## src/rtl/vbi_pkt_pkg.sv

```systemverilog
`timescale 1ns/1ps
package vbi_pkt_pkg;
   localparam int NUM_SVC = 7;
   localparam int NUM_EV  = 9;
   // status bit positions
   localparam int EV_TTX  = 0;
   localparam int EV_WSS  = 1;
   localparam int EV_PDC  = 2;
   localparam int EV_TC   = 3;
   localparam int EV_CC1  = 4;
   localparam int EV_CC2  = 5;
   localparam int EV_LINE = 6;
   localparam int EV_THR  = 7;
   localparam int EV_OVF  = 8;
endpackage

```

## src/rtl/vpf_admit.sv

```systemverilog
`timescale 1ns/1ps
// Whole-packet admission: decides at the first byte, then keeps or drops the rest.
module vpf_admit #(
   parameter int DEPTH = 64,
   localparam int CW = $clog2(DEPTH) + 1
) (
   input  logic          clk,
   input  logic          rst_n,
   input  logic          wr_valid,
   input  logic          wr_first,
   input  logic          wr_last,
   input  logic [CW-1:0] wr_len,
   input  logic [CW-1:0] count,
   output logic          push,
   output logic          refuse
);
   logic [CW-1:0] free_now;
   logic          fits;
   logic          keep_q;
   logic          keep_now;

   assign free_now = CW'(DEPTH) - count;
   assign fits     = (wr_len <= free_now);
   assign keep_now = wr_first ? fits : keep_q;
   assign push     = wr_valid && keep_now && (count != CW'(DEPTH));
   assign refuse   = wr_valid && wr_first && !fits;

   always_ff @(posedge clk) begin
      if (!rst_n) begin
         keep_q <= 1'b0;
      end else if (wr_valid) begin
         keep_q <= wr_last ? 1'b0 : keep_now;
      end
   end
endmodule

```

## src/rtl/vpf_store.sv

```systemverilog
`timescale 1ns/1ps
// Circular byte store with fill count and registered read port.
module vpf_store #(
   parameter int DEPTH = 64,
   parameter int DW    = 8,
   localparam int AW = $clog2(DEPTH),
   localparam int CW = AW + 1
) (
   input  logic          clk,
   input  logic          rst_n,
   input  logic          push,
   input  logic [DW-1:0] din,
   input  logic          rd_req,
   output logic [DW-1:0] dout,
   output logic [CW-1:0] count,
   output logic [CW-1:0] count_nxt
);
   logic [DW-1:0] mem [DEPTH];
   logic [AW-1:0] wptr;
   logic [AW-1:0] rptr;
   logic          pop;

   assign pop       = rd_req && (count != '0);
   assign count_nxt = count + CW'(push) - CW'(pop);

   always_ff @(posedge clk) begin
      if (push) begin
         mem[wptr] <= din;
      end
   end

   always_ff @(posedge clk) begin
      if (!rst_n) begin
         wptr  <= '0;
         rptr  <= '0;
         count <= '0;
         dout  <= '0;
      end else begin
         count <= count_nxt;
         if (push) begin
            wptr <= wptr + 1'b1;
         end
         if (pop) begin
            rptr <= rptr + 1'b1;
         end
         if (rd_req) begin
            dout <= pop ? mem[rptr] : '0;
         end
      end
   end
endmodule

```

## src/rtl/vpf_irq.sv

```systemverilog
`timescale 1ns/1ps
// Sticky write-one-to-clear event bank with mask and interrupt reduction.
module vpf_irq #(
   parameter int N = 9
) (
   input  logic         clk,
   input  logic         rst_n,
   input  logic [N-1:0] set_ev,
   input  logic [N-1:0] clr,
   input  logic [N-1:0] mask,
   output logic [N-1:0] raw,
   output logic [N-1:0] masked,
   output logic         irq
);
   for (genvar i = 0; i < N; i++) begin : g_bit
      always_ff @(posedge clk) begin
         if (!rst_n) begin
            raw[i] <= 1'b0;
         end else if (set_ev[i]) begin
            raw[i] <= 1'b1;
         end else if (clr[i]) begin
            raw[i] <= 1'b0;
         end
      end
      assign masked[i] = raw[i] & mask[i];
   end

   assign irq = |masked;
endmodule

```

## src/rtl/vbi_pkt_fifo.sv

```systemverilog
`timescale 1ns/1ps
module vbi_pkt_fifo
   import vbi_pkt_pkg::*;
#(
   parameter int DEPTH = 64,
   parameter int DW    = 8,
   localparam int CW = $clog2(DEPTH) + 1
) (
   input  logic              clk,
   input  logic              rst_n,
   input  logic              wr_valid,
   input  logic              wr_first,
   input  logic              wr_last,
   input  logic [CW-1:0]     wr_len,
   input  logic [DW-1:0]     wr_data,
   input  logic              rd_en,
   output logic [DW-1:0]     rd_data,
   output logic [CW-1:0]     fill_level,
   input  logic [CW-1:0]     thresh,
   input  logic [NUM_SVC-1:0] svc_event,
   input  logic [NUM_EV-1:0] irq_mask,
   input  logic [NUM_EV-1:0] irq_clear,
   output logic [NUM_EV-1:0] raw_status,
   output logic [NUM_EV-1:0] masked_status,
   output logic              irq
);
   if (DEPTH < 4 || (DEPTH & (DEPTH - 1)) != 0) begin : g_bad_depth
      $error("DEPTH must be a power of two and at least 4");
   end
   if (DW < 1) begin : g_bad_dw
      $error("DW must be positive");
   end

   logic          push;
   logic          refuse;
   logic [CW-1:0] count_nxt;
   logic          thr_evt;
   logic [NUM_EV-1:0] set_vec;

   vpf_admit #(.DEPTH(DEPTH)) u_admit (
      .clk     (clk),
      .rst_n   (rst_n),
      .wr_valid(wr_valid),
      .wr_first(wr_first),
      .wr_last (wr_last),
      .wr_len  (wr_len),
      .count   (fill_level),
      .push    (push),
      .refuse  (refuse)
   );

   vpf_store #(.DEPTH(DEPTH), .DW(DW)) u_store (
      .clk      (clk),
      .rst_n    (rst_n),
      .push     (push),
      .din      (wr_data),
      .rd_req   (rd_en),
      .dout     (rd_data),
      .count    (fill_level),
      .count_nxt(count_nxt)
   );

   assign thr_evt = (fill_level < thresh) && (count_nxt >= thresh);
   assign set_vec = {refuse, thr_evt, svc_event};

   vpf_irq #(.N(NUM_EV)) u_irq (
      .clk   (clk),
      .rst_n (rst_n),
      .set_ev(set_vec),
      .clr   (irq_clear),
      .mask  (irq_mask),
      .raw   (raw_status),
      .masked(masked_status),
      .irq   (irq)
   );
endmodule

```

## config.mk

```make
export PLATFORM = sky130hd
export DESIGN_NAME = vbi_pkt_fifo
export DESIGN_NICKNAME = d
export VERILOG_FILES = /design/src/rtl/vbi_pkt_pkg.sv /design/src/rtl/vpf_admit.sv /design/src/rtl/vpf_store.sv /design/src/rtl/vpf_irq.sv /design/src/rtl/vbi_pkt_fifo.sv
export SDC_FILE = /design/constraint.sdc
export NUM_CORES = 1
export LEC_CHECK = 0
export BUFFER_PORTS_ARGS = -buffer_cell sky130_fd_sc_hd__buf_2
export CORE_ASPECT_RATIO = 1.1
export CORE_UTILIZATION = 56
export DETAILED_ROUTE_END_ITERATION = 6
export PLACE_DENSITY = 0.77
export SLEW_MARGIN = 20
export SYNTH_ARGS = -nofsm -noshare
export SYNTH_HDL_FRONTEND = slang
export SYNTH_HIERARCHICAL = 1
export SYNTH_SLANG_ARGS = --single-unit
```

## constraint.sdc

```tcl
create_clock -name clk -period 4.5 [get_ports clk]
set_clock_uncertainty 0.2 [all_clocks]
set_input_delay 0.45 -clock clk [delete_from_list [all_inputs] [get_ports clk]]
set_output_delay 0.45 -clock clk [all_outputs]
set_load 0.02 [all_outputs]
```

After elaboration in Yosys (flattened, before gate mapping)
Memories as Yosys holds them, arrays and structs flattened. A register that Yosys moved wholly into a read port is not among the register bits.
Index checks and enable logic that the tools add are counted.

cells by class
  equality and inequality tests = 1
  add/subtract/negate cells = 5
  bitwise logic cells = 9
  reduce and logical (&&, ||, !) cells = 18
  magnitude comparators = 3
  multiplexer cells = 25

operators by type and width
  operator                                     number
  2-to-1 mux 1 bit                             22
  nonzero test 2 bit                           9
  adder 6 x 1 -> 6 bit, second input constant  2
  2-to-1 mux 6 bit                             2
  AND 1 bit                                    9
  OR reduction 9 bit                           1
  2-to-1 mux 8 bit                             1
  adder 7 x 1 -> 7 bit                         1
  greater-or-equal comparator 7 bit            1
  <= comparator 7 bit                          1
  less-than comparator 7 bit                   1
  != test 7 bit, second input constant         1
  nonzero test 7 bit                           1
  subtractor 7 x 1 -> 7 bit                    1
  subtractor 7 bit, first input constant       1
  logical AND 1 bit                            6
  zero test 1 bit                              1

storage, ports and cells
  output and inout bits = 34
  register bits = 37
  bits in writable memories = 512
  input port bits = 53
  memories kept = 1
  logic and storage cells = 76

memory list
  name         depth  width  read ports  clocked after Yosys merged registers in  wr ports  RTL line         RTL
  u_store.mem  64     8      1           1                                        1         vpf_store.sv:18  logic [DW-1:0] mem [DEPTH];

Logic depth before layout (Yosys ltp)
  depth in word-level cells = 10
  mapped depth = 25
  mapped depth without buffers = 25

Hierarchy
Netlist, hierarchy kept.

modules (own cells, without submodules)
  module        times used  cells each  area each (µm²)  sequential area each (µm²)
  vpf_store     1           1121        21460.6          16035.4
  vpf_irq       1           42          405.4            180.2
  vpf_admit     1           42          330.3            20.0
  vbi_pkt_fifo  1           36          301.5            0.0

Least setup slack after synthesis
OpenSTA, ideal clock, no wires.

  path kind = register to register
  start = register u_store.count[1]
  end = register u_irq.raw[7]
  arrival = 4.656 ns
  library setup time = 0.115 ns
  buffers on the path = 0
  slack = -0.471 ns
  data required time = 4.185 ns
  stages on the path, launching flop included = 26
  clock period less this slack = 4.971 ns
  cell sequence = dfxtp_1 > inv_1 > ha_1 > nand2_1 > nor3_1 > xnor2_1 > ha_1 > nand4_2 > o21ai_2 > a21oi_1 > a211oi_1 > ha_1 > inv_1 > fa_1 > nand2b_1 > a21oi_1 > o21ai_0 > a21oi_1 > o21ai_0 > and2_1 > ha_1 > and3_2 > a221o_1 > a31oi_1 > a311oi_1 > o21a_1

on the way
  word-level cells in the longest chain between the ends = 10
  elaborated cells on any way between the ends = 15
  those cells by class = add/sub (3); order compare (3); eq/ne (1); mux (2); reduce/logical (6)

RTL lines
  what                                                    RTL line            RTL
  from (decl)                                             vpf_store.sv:15     output logic [CW-1:0] count,
  from (signal assigned)                                  vpf_store.sv:39     count <= count_nxt;
  subtractor 7 bit                                        vpf_admit.sv:22     assign free_now = CW'(DEPTH) - count;
  <= comparator 7 bit                                     vpf_admit.sv:23     assign fits = (wr_len <= free_now);
  2-to-1 mux 1 bit                                        vpf_admit.sv:24     assign keep_now = wr_first ? fits : keep_q;
  logical AND 1 bit                                       vpf_admit.sv:25     assign push = wr_valid && keep_now && (count != CW'(DEPTH));
  logical AND 1 bit *                                     vpf_admit.sv:25
  via push                                                vbi_pkt_fifo.sv:34  logic push;
  adder 7 x 1 -> 7 bit *                                  vpf_store.sv:24     assign count_nxt = count + CW'(push) - CW'(pop);
  subtractor 7 x 1 -> 7 bit *                             vpf_store.sv:24
  via count_nxt[6]                                        vbi_pkt_fifo.sv:36  logic [CW-1:0] count_nxt;
  greater-or-equal comparator 7 bit *                     vbi_pkt_fifo.sv:63  assign thr_evt = (fill_level < thresh) && (count_nxt >= thresh);
  logical AND 1 bit *                                     vbi_pkt_fifo.sv:63
  via thr_evt                                             vbi_pkt_fifo.sv:37  logic thr_evt;
  2-to-1 mux 1 bit or nonzero test 2 bit (tied branches)  --
  to (signal, indexed assignment)                         vpf_irq.sv:18       raw[i] <= 1'b0;
  to (signal, indexed assignment)                         vpf_irq.sv:20       raw[i] <= 1'b1;
  to (signal, indexed assignment)                         vpf_irq.sv:22       raw[i] <= 1'b0;
  to (decl)                                               vpf_irq.sv:11       output logic [N-1:0] raw,

Mark *: on every way through the listed nets, which the timed path passes. The rest lies on a longest branch.
A chain may end at the register's enable or synchronous reset.

Worst setup path after layout
  start = register u_store.count[0]
  end = register u_irq.raw[7]

The elaborated chain is that of the path after synthesis.

==> results.cfg <==
[run_status]
status = finished with violations
violations = design-rule violations, negative setup slack

[setup_path]
crit_arrival_ps = 4950
worstPathRequired_ps = 4770
cpMaxStageDelayCell = dfxtp_4
crit_path_end_kind = flip-flop
critPathMaxFanout = 2
start_kind = flip-flop
slowest_delay_ps = 350
crit_type = flip-flop to flip-flop
cpLargestDelayFamily = compound AO/OA/AOI/OAI gates
cp_num_buf_inv = 3

[final_layout]
fin_area_um2 = 26100
multi_input_area_um2 = 5930
final_nets = 1526
regArea_um2 = 16300
drive_gt1_frac = 0.285
antenna_cells = 0
final.fill_count = 2559
area_delta_synth_final_pct = 15.9

[die]
core_area_um2 = 39400
start_util = 0.571
die_h_um = 212
row_count = 76
dieArea_um2 = 41000
die_x_um = 193
io_pins = 87

[yosys]
post-synth-top-area-cell = edfxtp_1
synth-edff-count = 512
synth_cell_types = 62
synthTopCellsByCount = edfxtp_1, mux4_2, nor2_1
yosysMostFrequentCell = edfxtp_1
syn-num-nets = 1327
synth-seq-area-share = 0.722
yosysTopAreaCellShare = 0.683
synthCells = 1241
synthesis.area_um2 = 22500
syn_area_per_cell_um2 = 18.1
synth_ff_type = edfxtp_1
ys_ff_latch = 555
yosys-top-cells-area = edfxtp_1, mux4_2, dfxtp_1, mux2i_1, ha_1
async_flop_share = 0
ys_warn_count = 6

[power]
p_per_area_nw_per_um2 = 500
peakVddDrop_mv = 0.418
power.leakage_nw = 8.63
p_total_mw = 13.0

[global_route]
grt_pass1_wl_um = 78200
met2_usage = 0.435
top_usage_layer = met2
grt.total_usage = 0.265
antenna_found_initial = 0
use_met1 = 0.357
grt-ovfl-total = 0
grt_max_degree = 65
globalRouteMet3Util = 0.0469
grt_pass1_vias = 12700

[timing]
drv_slew = 0
fmax_ghz = 0.214
whs_ps = 110
rsz0062_at_grt = true
worst_pin_slew_ps = 872
slew_headroom = 0.416
timing.final.hold_violations = 0
setup_slack_ps = -182
layout_min_cycle_time_ps = 4680
setup_viol = 1
setup_tns_ps = -182
period_share = 1.04

[job]
maxCapViolations = 0

[cts]
cts_sinks = 555
numCtsBuffers = 53
cts_max_path_buffers = 3
htreeDepth = 2
root_buffer = clkbuf_16
clk_pin_slew_ps = 60
cts_tree = built
clock_latency_ps = 590

[placed_design]
pre_cts_ws_ps = -242
dpl.hpwl_um = 32400
place.port_buffers = 86
gp_congestion = 0.885
place_area_um2 = 24100

[routing]
drt_iter0_drc = 1287
routed-via-count = 12500
routed_via_density = 6.29
drc = 4
detail_route.first_pass.iterations = 7
postRouteAntennaNets = 0
wl_per_cell_um = 26.4
wl_um = 52500

[min_path]
hold_path.class = input pin to flip-flop
==> layer usage <==
| metal | vias to the layer above | routed length [um] |
|---|---|---|
| li1 | 5354 | - |
| met1 | 6307 | 19900 |
| met2 | 711 | 25900 |
| met3 | 136 | 4870 |
| met4 | 0 | 1830 |
| met5 | - | 0 |
==> registers in the layout, indices dropped and copies added, names as in the netlist, named ones only <==
| name | cells |
|---|---|
| u_admit/keep_q | 1 |
| u_irq/raw | 9 |
| u_store/count | 7 |
| u_store/dout | 8 |
| u_store/mem | 512 |
| u_store/rptr | 6 |
| u_store/wptr | 6 |
==> path summary, 6_finish.rpt <==
| check | from | endpoint | slack (ps) | depth (start not counted) |
|---|---|---|---|---|
| worst max-delay path | u_store/count[0] | u_irq/raw[7] | -180 | 25 |
| worst max register to register | u_store/count[0] | u_irq/raw[7] | -180 | 25 |
| worst min register to register | u_store/rptr[5] | flip-flop | 330 | 2 |
| worst min-delay path | wr_data[5] | u_store/mem[25][5] | 110 | 1 |
==> per-stage QoR <==
| stage | instances | util |
|---|---|---|
| finish | 1990 | 0.662 |
| detailed placement | 1867 | 0.611 |
| CTS | 1986 | 0.661 |
| global route | 1990 | 0.662 |
| global placement | 1867 | 0.611 |
| floorplan | 1241 | - |
==> repair_timing <==
action                                  CTS  global route
hold endpoints to repair                 10             0
endpoints found under the setup margin    1             1
pin swaps                                11            10
hold buffers                             18             0
setup buffers                             3             4
resized for setup                         7             5
==> area by class of cell <==
type / instances / area share
Sequential cell: 555 / 0.623
Tap cell: 507 / 0.0243
Clock buffer: 73 / 0.0590
Multi-Input combinational cell: 596 / 0.227
Inverter: 29 / 0.00417
Timing Repair Buffer: 205 / 0.0549
Clock inverter: 25 / 0.00672
==> layout by cell type, fill, tap and decap left out, drive strengths merged, types with 4 or more instances in the layout <==
| cell | synthesis | final |
|---|---|---|
| edfxtp | 512 | 512 |
| buf | 35 | 187 |
| mux4 | 112 | 112 |
| nor2 | 86 | 86 |
| clkbuf | 26 | 73 |
| mux2i | 49 | 49 |
| dfxtp | 43 | 43 |
| nand2 | 32 | 32 |
| ha | 32 | 32 |
| inv | 29 | 32 |
| nor2b | 26 | 26 |
| and2 | 25 | 25 |
| a21oi | 25 | 25 |
| a22oi | 22 | 22 |
| clkinv | 0 | 20 |
| nand3 | 19 | 19 |
| dlygate4sd3 | 0 | 18 |
| o22ai | 16 | 16 |
| nor3 | 15 | 15 |
| o21ai | 14 | 14 |
| o21a | 13 | 13 |
| xnor2 | 12 | 12 |
| a211oi | 11 | 11 |
| nand2b | 9 | 9 |
| nand4 | 9 | 9 |
| or3 | 6 | 6 |
| a21o | 5 | 5 |
| xor2 | 5 | 5 |
| or2 | 5 | 5 |
| mux2 | 5 | 5 |
| o211ai | 4 | 4 |
| o32ai | 4 | 4 |
==> where the power goes <==
group          switching [mW]  leakage (nW)  internal, mW
registers               0.154          4.96          5.73
clock network            1.87         0.843          2.50
logic                    1.46          2.82          1.33
total                    3.49          8.63          9.56
==> cells by family after synthesis <==
family	after synthesis	share of synthesized area
adder cells (fa/ha/maj)	33	0.0187
flip-flops	555	0.722
multiplexers	166	0.136
AO/OA/AOI/OAI	137	0.0434
XOR/XNOR	17	0.00662
buffers and inverters	90	0.0197
AND/OR/NAND/NOR	243	0.0535
(Power assumes the default switching activity.)
